$ cat config.mk
export PLATFORM = sky130hd
export DESIGN_NAME = exc_entry_seq
export DESIGN_NICKNAME = d
export VERILOG_FILES = /design/src/rtl/exc_entry_pkg.sv /design/src/rtl/exc_arbiter.sv /design/src/rtl/exc_retaddr.sv /design/src/rtl/exc_syndrome.sv /design/src/rtl/exc_entry_seq.sv
export SDC_FILE = /design/constraint.sdc
export NUM_CORES = 1
export LEC_CHECK = 0
export ABC_AREA = 1
export BUFFER_PORTS_ARGS = -buffer_cell sky130_fd_sc_hd__buf_2
export CELL_PAD_IN_SITES_DETAIL_PLACEMENT = 1
export CELL_PAD_IN_SITES_GLOBAL_PLACEMENT = 2
export CORE_UTILIZATION = 25
export DETAILED_ROUTE_END_ITERATION = 12
export PLACE_DENSITY_LB_ADDON = 0.1
export SYNTH_ARGS = -nofsm -noshare
export SYNTH_HDL_FRONTEND = slang
export SYNTH_SLANG_ARGS = --single-unit
$ cat constraint.sdc
create_clock -name clk -period 7.9 [get_ports clk]
set_input_delay 0.79 -clock clk [delete_from_list [all_inputs] [get_ports clk]]
set_output_delay 0.79 -clock clk [all_outputs]
set_load 0.03 [all_outputs]
$ cat src/rtl/exc_entry_pkg.sv
package exc_entry_pkg;

    typedef enum logic [2:0] {
        CAUSE_NONE,
        CAUSE_IRQ,
        CAUSE_BRK,
        CAUSE_HWE,
        CAUSE_UAL,
        CAUSE_MMU
    } cause_e;

    // status word bit positions; the shadow bits sit one above the live bits
    localparam int MSR_IE  = 1;
    localparam int MSR_BIP = 3;
    localparam int MSR_EIP = 9;
    localparam int MSR_UM  = 11;
    localparam int MSR_UMS = 12;
    localparam int MSR_VM  = 13;
    localparam int MSR_VMS = 14;

    // syndrome bit positions
    localparam int ESR_ST = 10;
    localparam int ESR_DS = 12;

    localparam logic [1:0] ACC_FETCH = 2'd0;
    localparam logic [1:0] ACC_LOAD  = 2'd1;
    localparam logic [1:0] ACC_STORE = 2'd2;

    localparam int EC_UNALIGNED  = 1;
    localparam int EC_PROT_DATA  = 16;
    localparam int EC_PROT_FETCH = 17;
    localparam int EC_MISS_DATA  = 18;
    localparam int EC_MISS_FETCH = 19;

    localparam int RIDX_IRQ = 14;
    localparam int RIDX_BRK = 16;
    localparam int RIDX_EXC = 17;

    localparam int VOFS_IRQ = 'h10;
    localparam int VOFS_BRK = 'h18;
    localparam int VOFS_EXC = 'h20;

endpackage

$ cat src/rtl/exc_arbiter.sv
module exc_arbiter
    import exc_entry_pkg::*;
#(
    parameter bit EXC_EN = 1'b1,
    parameter int XLEN   = 32
) (
    input  logic            irq_req,
    input  logic            brk_req,
    input  logic            hwe_req,
    input  logic            ual_req,
    input  logic            mmu_req,
    input  logic [XLEN-1:0] msr,
    input  logic            in_dslot,
    input  logic            imm_pend,
    input  logic            mmu_busy,
    output cause_e          cause,
    output logic            fatal
);

    logic irq_ok;
    logic hwe_ok;
    logic ual_ok;

    always_comb begin
        irq_ok = irq_req && msr[MSR_IE] && !msr[MSR_EIP] && !msr[MSR_BIP]
                 && !in_dslot && !imm_pend;
        hwe_ok = EXC_EN && hwe_req;
        ual_ok = EXC_EN && ual_req;
        fatal  = mmu_req && mmu_busy;

        if (fatal)        cause = CAUSE_NONE;
        else if (mmu_req) cause = CAUSE_MMU;
        else if (hwe_ok)  cause = CAUSE_HWE;
        else if (ual_ok)  cause = CAUSE_UAL;
        else if (brk_req) cause = CAUSE_BRK;
        else if (irq_ok)  cause = CAUSE_IRQ;
        else              cause = CAUSE_NONE;
    end

endmodule

$ cat src/rtl/exc_retaddr.sv
module exc_retaddr
    import exc_entry_pkg::*;
#(
    parameter int XLEN   = 32,
    parameter int RIDX_W = 5
) (
    input  cause_e            cause,
    input  logic [XLEN-1:0]   pc,
    input  logic              in_dslot,
    input  logic              imm_pend,
    input  logic              br_imm,
    output logic [RIDX_W-1:0] ridx,
    output logic [XLEN-1:0]   rdata,
    output logic [XLEN-1:0]   vofs
);

    logic [XLEN-1:0] rollback;

    always_comb begin
        // how far back the re-executed sequence starts
        if (in_dslot)      rollback = br_imm ? XLEN'(8) : XLEN'(4);
        else if (imm_pend) rollback = XLEN'(4);
        else               rollback = '0;

        ridx  = RIDX_W'(RIDX_EXC);
        rdata = pc + XLEN'(4);
        vofs  = XLEN'(VOFS_EXC);
        unique case (cause)
            CAUSE_IRQ: begin
                ridx  = RIDX_W'(RIDX_IRQ);
                rdata = pc;
                vofs  = XLEN'(VOFS_IRQ);
            end
            CAUSE_BRK: begin
                ridx  = RIDX_W'(RIDX_BRK);
                rdata = pc;
                vofs  = XLEN'(VOFS_BRK);
            end
            CAUSE_MMU: rdata = pc - rollback;
            default:   ;
        endcase
    end

endmodule

$ cat src/rtl/exc_syndrome.sv
module exc_syndrome
    import exc_entry_pkg::*;
#(
    parameter int XLEN  = 32,
    parameter int EC_W  = 5,
    parameter int ESS_W = 7
) (
    input  cause_e           cause,
    input  logic             mmu_miss,
    input  logic [1:0]       mmu_acc,
    input  logic             in_dslot,
    input  logic [EC_W-1:0]  hwe_code,
    input  logic [ESS_W-1:0] ual_ess,
    output logic [XLEN-1:0]  esr,
    output logic             esr_we,
    output logic             btr_we,
    output logic             ear_we
);

    logic [EC_W-1:0] mmu_code;

    always_comb begin
        unique case ({mmu_miss, mmu_acc == ACC_FETCH})
            2'b00:   mmu_code = EC_W'(EC_PROT_DATA);
            2'b01:   mmu_code = EC_W'(EC_PROT_FETCH);
            2'b10:   mmu_code = EC_W'(EC_MISS_DATA);
            default: mmu_code = EC_W'(EC_MISS_FETCH);
        endcase

        esr    = '0;
        esr_we = 1'b0;
        btr_we = 1'b0;
        ear_we = 1'b0;
        unique case (cause)
            CAUSE_MMU: begin
                esr[EC_W-1:0] = mmu_code;
                esr[ESR_ST]   = (mmu_acc == ACC_STORE);
                esr_we        = 1'b1;
                ear_we        = 1'b1;
            end
            CAUSE_HWE: begin
                esr[EC_W-1:0] = hwe_code;
                esr_we        = 1'b1;
            end
            CAUSE_UAL: begin
                esr[EC_W-1:0]    = EC_W'(EC_UNALIGNED);
                esr[EC_W +: ESS_W] = ual_ess;
                esr_we           = 1'b1;
                ear_we           = 1'b1;
            end
            default: ;
        endcase
        if (esr_we) begin
            esr[ESR_DS] = in_dslot;
            btr_we      = in_dslot;
        end
    end

endmodule

$ cat src/rtl/exc_entry_seq.sv
module exc_entry_seq
    import exc_entry_pkg::*;
#(
    parameter int              XLEN     = 32,
    parameter int              RIDX_W   = 5,
    parameter int              EC_W     = 5,
    parameter int              ESS_W    = 7,
    parameter bit              EXC_EN   = 1'b1,
    parameter logic [XLEN-1:0] VEC_BASE = '0
) (
    input  logic              clk,
    input  logic              rst_n,
    input  logic              irq_req,
    input  logic              brk_req,
    input  logic              hwe_req,
    input  logic [EC_W-1:0]   hwe_code,
    input  logic              ual_req,
    input  logic [ESS_W-1:0]  ual_ess,
    input  logic              mmu_req,
    input  logic              mmu_miss,
    input  logic [1:0]        mmu_acc,
    input  logic              eret,
    input  logic [XLEN-1:0]   pc_in,
    input  logic [XLEN-1:0]   btarget,
    input  logic [XLEN-1:0]   fault_addr,
    input  logic [XLEN-1:0]   msr_in,
    input  logic              in_dslot,
    input  logic              imm_pend,
    input  logic              br_imm,
    output logic              take,
    output logic [XLEN-1:0]   next_pc,
    output logic              rf_we,
    output logic [RIDX_W-1:0] rf_waddr,
    output logic [XLEN-1:0]   rf_wdata,
    output logic [XLEN-1:0]   msr_out,
    output logic              esr_we,
    output logic [XLEN-1:0]   esr_out,
    output logic              btr_we,
    output logic [XLEN-1:0]   btr_out,
    output logic              ear_we,
    output logic [XLEN-1:0]   ear_out,
    output logic              resv_clr,
    output logic              fatal
);

    typedef struct packed {
        logic              take;
        logic [XLEN-1:0]   next_pc;
        logic              rf_we;
        logic [RIDX_W-1:0] rf_waddr;
        logic [XLEN-1:0]   rf_wdata;
        logic [XLEN-1:0]   msr;
        logic              esr_we;
        logic [XLEN-1:0]   esr;
        logic              btr_we;
        logic [XLEN-1:0]   btr;
        logic              ear_we;
        logic [XLEN-1:0]   ear;
        logic              resv_clr;
        logic              fatal;
        logic              mmu_busy;
        logic              primed;
    } entry_t;

    entry_t st_d, st_q;

    cause_e            cause_w;
    logic              fatal_w;
    logic [RIDX_W-1:0] ridx_w;
    logic [XLEN-1:0]   rdata_w;
    logic [XLEN-1:0]   vofs_w;
    logic [XLEN-1:0]   esr_w;
    logic              esr_we_w;
    logic              btr_we_w;
    logic              ear_we_w;

    exc_arbiter #(.EXC_EN(EXC_EN), .XLEN(XLEN)) u_arb (
        .irq_req (irq_req),
        .brk_req (brk_req),
        .hwe_req (hwe_req),
        .ual_req (ual_req),
        .mmu_req (mmu_req),
        .msr     (msr_in),
        .in_dslot(in_dslot),
        .imm_pend(imm_pend),
        .mmu_busy(st_q.mmu_busy),
        .cause   (cause_w),
        .fatal   (fatal_w)
    );

    exc_retaddr #(.XLEN(XLEN), .RIDX_W(RIDX_W)) u_ret (
        .cause   (cause_w),
        .pc      (pc_in),
        .in_dslot(in_dslot),
        .imm_pend(imm_pend),
        .br_imm  (br_imm),
        .ridx    (ridx_w),
        .rdata   (rdata_w),
        .vofs    (vofs_w)
    );

    exc_syndrome #(.XLEN(XLEN), .EC_W(EC_W), .ESS_W(ESS_W)) u_syn (
        .cause   (cause_w),
        .mmu_miss(mmu_miss),
        .mmu_acc (mmu_acc),
        .in_dslot(in_dslot),
        .hwe_code(hwe_code),
        .ual_ess (ual_ess),
        .esr     (esr_w),
        .esr_we  (esr_we_w),
        .btr_we  (btr_we_w),
        .ear_we  (ear_we_w)
    );

    always_comb begin
        st_d          = '0;
        st_d.primed   = 1'b1;
        st_d.fatal    = fatal_w;
        st_d.mmu_busy = st_q.mmu_busy;
        if (cause_w == CAUSE_MMU) st_d.mmu_busy = 1'b1;
        else if (eret)            st_d.mmu_busy = 1'b0;

        if (cause_w != CAUSE_NONE) begin
            st_d.take     = 1'b1;
            st_d.rf_we    = 1'b1;
            st_d.resv_clr = 1'b1;
            st_d.rf_waddr = ridx_w;
            st_d.rf_wdata = rdata_w;
            st_d.next_pc  = VEC_BASE + vofs_w;

            // move live mode bits into their shadows, then drop them
            st_d.msr          = msr_in;
            st_d.msr[MSR_VMS] = msr_in[MSR_VM];
            st_d.msr[MSR_UMS] = msr_in[MSR_UM];
            st_d.msr[MSR_VM]  = 1'b0;
            st_d.msr[MSR_UM]  = 1'b0;
            unique case (cause_w)
                CAUSE_IRQ: st_d.msr[MSR_IE]  = 1'b0;
                CAUSE_BRK: st_d.msr[MSR_BIP] = 1'b1;
                default:   st_d.msr[MSR_EIP] = 1'b1;
            endcase

            st_d.esr_we = esr_we_w;
            st_d.esr    = esr_w;
            st_d.btr_we = btr_we_w;
            st_d.btr    = btr_we_w ? btarget : '0;
            st_d.ear_we = ear_we_w;
            st_d.ear    = ear_we_w ? fault_addr : '0;
        end
    end

    always_ff @(posedge clk) begin
        if (!rst_n) st_q <= '0;
        else        st_q <= st_d;
    end

    assign take     = st_q.take;
    assign next_pc  = st_q.next_pc;
    assign rf_we    = st_q.rf_we;
    assign rf_waddr = st_q.rf_waddr;
    assign rf_wdata = st_q.rf_wdata;
    assign msr_out  = st_q.msr;
    assign esr_we   = st_q.esr_we;
    assign esr_out  = st_q.esr;
    assign btr_we   = st_q.btr_we;
    assign btr_out  = st_q.btr;
    assign ear_we   = st_q.ear_we;
    assign ear_out  = st_q.ear;
    assign resv_clr = st_q.resv_clr;
    assign fatal    = st_q.fatal;

    AST_IRQ_GATED: assert property (@(posedge clk) disable iff (!rst_n)
        (st_q.primed && take && rf_waddr == RIDX_W'(RIDX_IRQ)) |->
            $past(msr_in[MSR_IE] && !msr_in[MSR_EIP] && !msr_in[MSR_BIP]
                  && !in_dslot && !imm_pend));

    AST_IRQ_ENTRY: assert property (@(posedge clk) disable iff (!rst_n)
        (st_q.primed && take && rf_waddr == RIDX_W'(RIDX_IRQ)) |->
            (rf_wdata == $past(pc_in) && !msr_out[MSR_IE]
             && next_pc == VEC_BASE + XLEN'(VOFS_IRQ)));

    AST_BRK_ENTRY: assert property (@(posedge clk) disable iff (!rst_n)
        (st_q.primed && take && rf_waddr == RIDX_W'(RIDX_BRK)) |->
            (rf_wdata == $past(pc_in) && msr_out[MSR_BIP]
             && next_pc == VEC_BASE + XLEN'(VOFS_BRK)));

    AST_MODE_SHADOW: assert property (@(posedge clk) disable iff (!rst_n)
        (st_q.primed && take) |->
            (msr_out[MSR_VMS] == $past(msr_in[MSR_VM])
             && msr_out[MSR_UMS] == $past(msr_in[MSR_UM])
             && !msr_out[MSR_VM] && !msr_out[MSR_UM]));

    AST_FAULT_WINS: assert property (@(posedge clk) disable iff (!rst_n)
        (st_q.primed && $past(mmu_req) && !fatal) |->
            (take && ear_we && rf_waddr == RIDX_W'(RIDX_EXC)));

    AST_EXC_OFF: assert property (@(posedge clk) disable iff (!rst_n)
        (!EXC_EN && st_q.primed && take && rf_waddr == RIDX_W'(RIDX_EXC)) |->
            $past(mmu_req));

    AST_RECURSE_NO_ENTRY: assert property (@(posedge clk) disable iff (!rst_n)
        (st_q.primed && fatal) |-> (!take && !rf_we && $past(mmu_req)));

endmodule

==> impl_metrics.ini <==
[timing]
maxSlewViolCount = 0
fin_crit_ps = 3320
fin_skew_ps = 7.66
min_period_over_period_pct = 42.0
hold_viol = 0
worst_pin_slew_ps = 1030
setup_tns_ps = 0
hold_ws_ps = 503
timing.fmax_mhz = 301
slew_headroom_pct = 31.3
rsz0062_at_grt = no
finalSetupViolations = 0

[yosys]
avgSynthCellArea_um2 = 7.30
synth_edf_count = 0
ys.flop_type = dfxtp_1
synthCells = 942
yosysWarnings = 0
ys_ff_latch = 149
synth_top_cell_by_area = dfxtp_1
yosysMostFrequentCell = nand2_1
synthArstFlopShare_pct = 0
synth.top_cells.by_count = 197 x nand2_1, 173 x nor2_1, 159 x inv_1
yosysUniqueCellTypes = 38
synth_area_leaders = dfxtp_1 43%, nand2_1 11%, nor2_1 9.4%
ys_seq_area_share_pct = 43.4
netlist_area_um2 = 6880
synth_top_area_share_pct = 43.4

[clock_network]
numCtsBuffers = 17
clock_sinks = 149
cts_resized = 0
post_cts_buffers = 0
cts_root_buf = clkbuf_16
cts_hold_buf = 0
clockBufferDepth = 2
cts_tree = done
clkLatencyLatePin_ps = 430
h-tree-depth = 4
clk_pin_slew_ps = 70

[drt]
drt_iter0_markers = 250
drc = 0
viasPerCell = 4.04
num_vias = 6464
wl_per_cell_um = 15.3
wirelength_um = 24500
first_pass_iters = 4
postRouteAntennaNets = 0

[min_path]
hp-class = register to register
min_delay_path_depth = 2
worstHoldStart = st_q[1]

[worst_setup_path]
path_cells = buf_2, inv_2, nor2_2, o21ai_0, ha_1, inv_1, fa_1, nand3_1, nand2_1, nand2_1, o211ai_1, nand2_1, nand2_1, nand2_1, nand2_1, nand2_1, nand3_1, nand2_1
r2r_start = st_q[1]
crit_required_ps = 8230
end_kind = register
cp_max_fo = 15
cp.depth = 18
critPathBufInv = 3
slowest_stage = nor2_2
slowest_delay_ps = 610
critPathKind = input pin to register
critPathTopFamily = simple AND/OR/NAND/NOR gates
cpMostUsedCell = nand2_1
crit_arrival_ps = 3650
startpoint_type = input pin
reg2reg_depth = 16
cp-startpoint = mmu_req

[die]
dieArea_um2 = 28200
die_y_um = 168
rows = 60
pin_count = 358
core_area_um2 = 27000
start_util_pct = 25.5
die_x_um = 168

[power_and_ir_drop]
p_comb_share_pct = 25.1
ir_worst_vdd_v = 0.000113
power_density_nw_per_um2 = 241
p_switching_mw = 0.798
power_switching_share_pct = 36.5
clockPowerShare_pct = 37.1
p_int_mw = 1.39
leakage_nw = 5.22
power_frac_seq_pct = 37.7

[global_routing]
grt_pass1_vias = 6344
gr-total-overflow = 0
grt_max_degree = 38
grtUsageTotal_pct = 17.5
antenna_found_initial = 1
grt_pass1_wl_um = 37100

[final_layout]
fillCellCount = 3446
syn2layout_area_growth_pct = 31.8
drive_gt1_share_pct = 29.2
final_cells = 1601
final_nets = 1430

[outcome]
status = completed

[placement]
dp.cells = 1568
hpwl_um = 20000
place.gp.congestion = 0.809
io_buffers = 305

[flow_run]
cap_violations = 0
==> worst paths after layout <==
check            endpoint  slack (ps)
max          rf_wdata[30]        4580
min               st_q[1]         500
max reg2reg  rf_wdata[30]        4760
min reg2reg       st_q[1]         500
==> metal layers <==
layer,global-route usage [%],routed length (um),up-vias
met1,20.4,10500,2902
met4,4.63,283,0
met3,4.51,1290,13
li1,-,-,3361
met2,31.4,12400,188
met5,0,0,-
==> cells by family (layout without fill, tap and decap cells) <==
family	after synthesis	in the layout	synth area share, %
buf+inv	236	504	17.1
compound gates	79	79	6.37
fa+ha+maj	30	30	5.57
xor+xnor	5	5	0.637
simple gates	442	442	26.9
other cells	1	51	0.0545
flops	149	149	43.4
==> per-stage QoR <==
stage | cell area [um2] | total power, mW | setup slack, ps | util [%]
2_1_floorplan | 7060 | 1.24 | 4180 | -
3_3_place_gp | 8480 | 1.40 | 4050 | 31.5
3_5_place_dp | 8480 | 1.40 | 4010 | 31.5
4_1_cts | 9060 | 2.23 | 4480 | 33.6
5_1_grt | 9070 | 2.32 | 4180 | 33.6
6_report | 9070 | 2.19 | 4580 | 33.6
==> sequential cells by signal, indices dropped and copies added, names as in the netlist <==
name      count
rf_waddr      3
take          1
st_q          1
msr_out      30
esr_we        1
btr_out      32
rf_wdata     32
next_pc       2
ear_out      32
fatal         1
ear_we        1
esr_out      13
==> final cells by class <==
type,count,area [um2],area share (%)
Antenna cell,1,2.50,0.0276
Clock inverter,15,161,1.78
Tap cell,341,427,4.71
Sequential cell,149,2980,32.9
Inverter,166,631,6.96
Clock buffer,17,425,4.69
Timing Repair Buffer,306,1530,16.9
Multi-Input combinational cell,606,2900,32.0
==> worst reg2reg max path: stages, from the launching register on <==
cell and delay [ps]:
dfxtp_1 330, nor2_2 630, o21ai_0 240, ha_1 260, inv_1 90, fa_1 260, nand3_1 100, nand2_1 200
nand2_1 80, o211ai_1 220, nand2_1 90, nand2_1 160, nand2_1 140, nand2_1 90, nand2_1 50, nand3_1 60
nand2_1 40
==> placed cells by master (no fill, tap or decap), drive strengths merged <==
cell      netlist  layout
a21o            3       3
a21oi          33      33
a22oi           1       1
and2            1       1
buf            67     306
clkbuf          3      17
clkinv          0       5
clkinvlp        0       3
conb            1      50
dfxtp         149     149
diode           0       1
fa              1       1
ha             29      29
inv           166     173
nand2         213     213
nand3          30      30
nand3b          4       4
nand4           8       8
nor2          175     175
nor3            9       9
nor4            1       1
o211ai          2       2
o21ai          30      30
o21bai          8       8
o22ai           2       2
or2             1       1
xnor2           5       5
==> power groups by stage <==
| stage | clock [mW] | combinational, mW | sequential, mW |
|---|---|---|---|
| after detailed placement | 0 | 0.557 | 0.843 |
| after global placement | 0 | 0.555 | 0.841 |
| after global routing | 0.880 | 0.605 | 0.830 |
| after floorplan | 0 | 0.276 | 0.965 |
| after CTS | 0.846 | 0.559 | 0.826 |
| final | 0.812 | 0.549 | 0.825 |
Note: power is estimated with default switching activity, not from simulation.
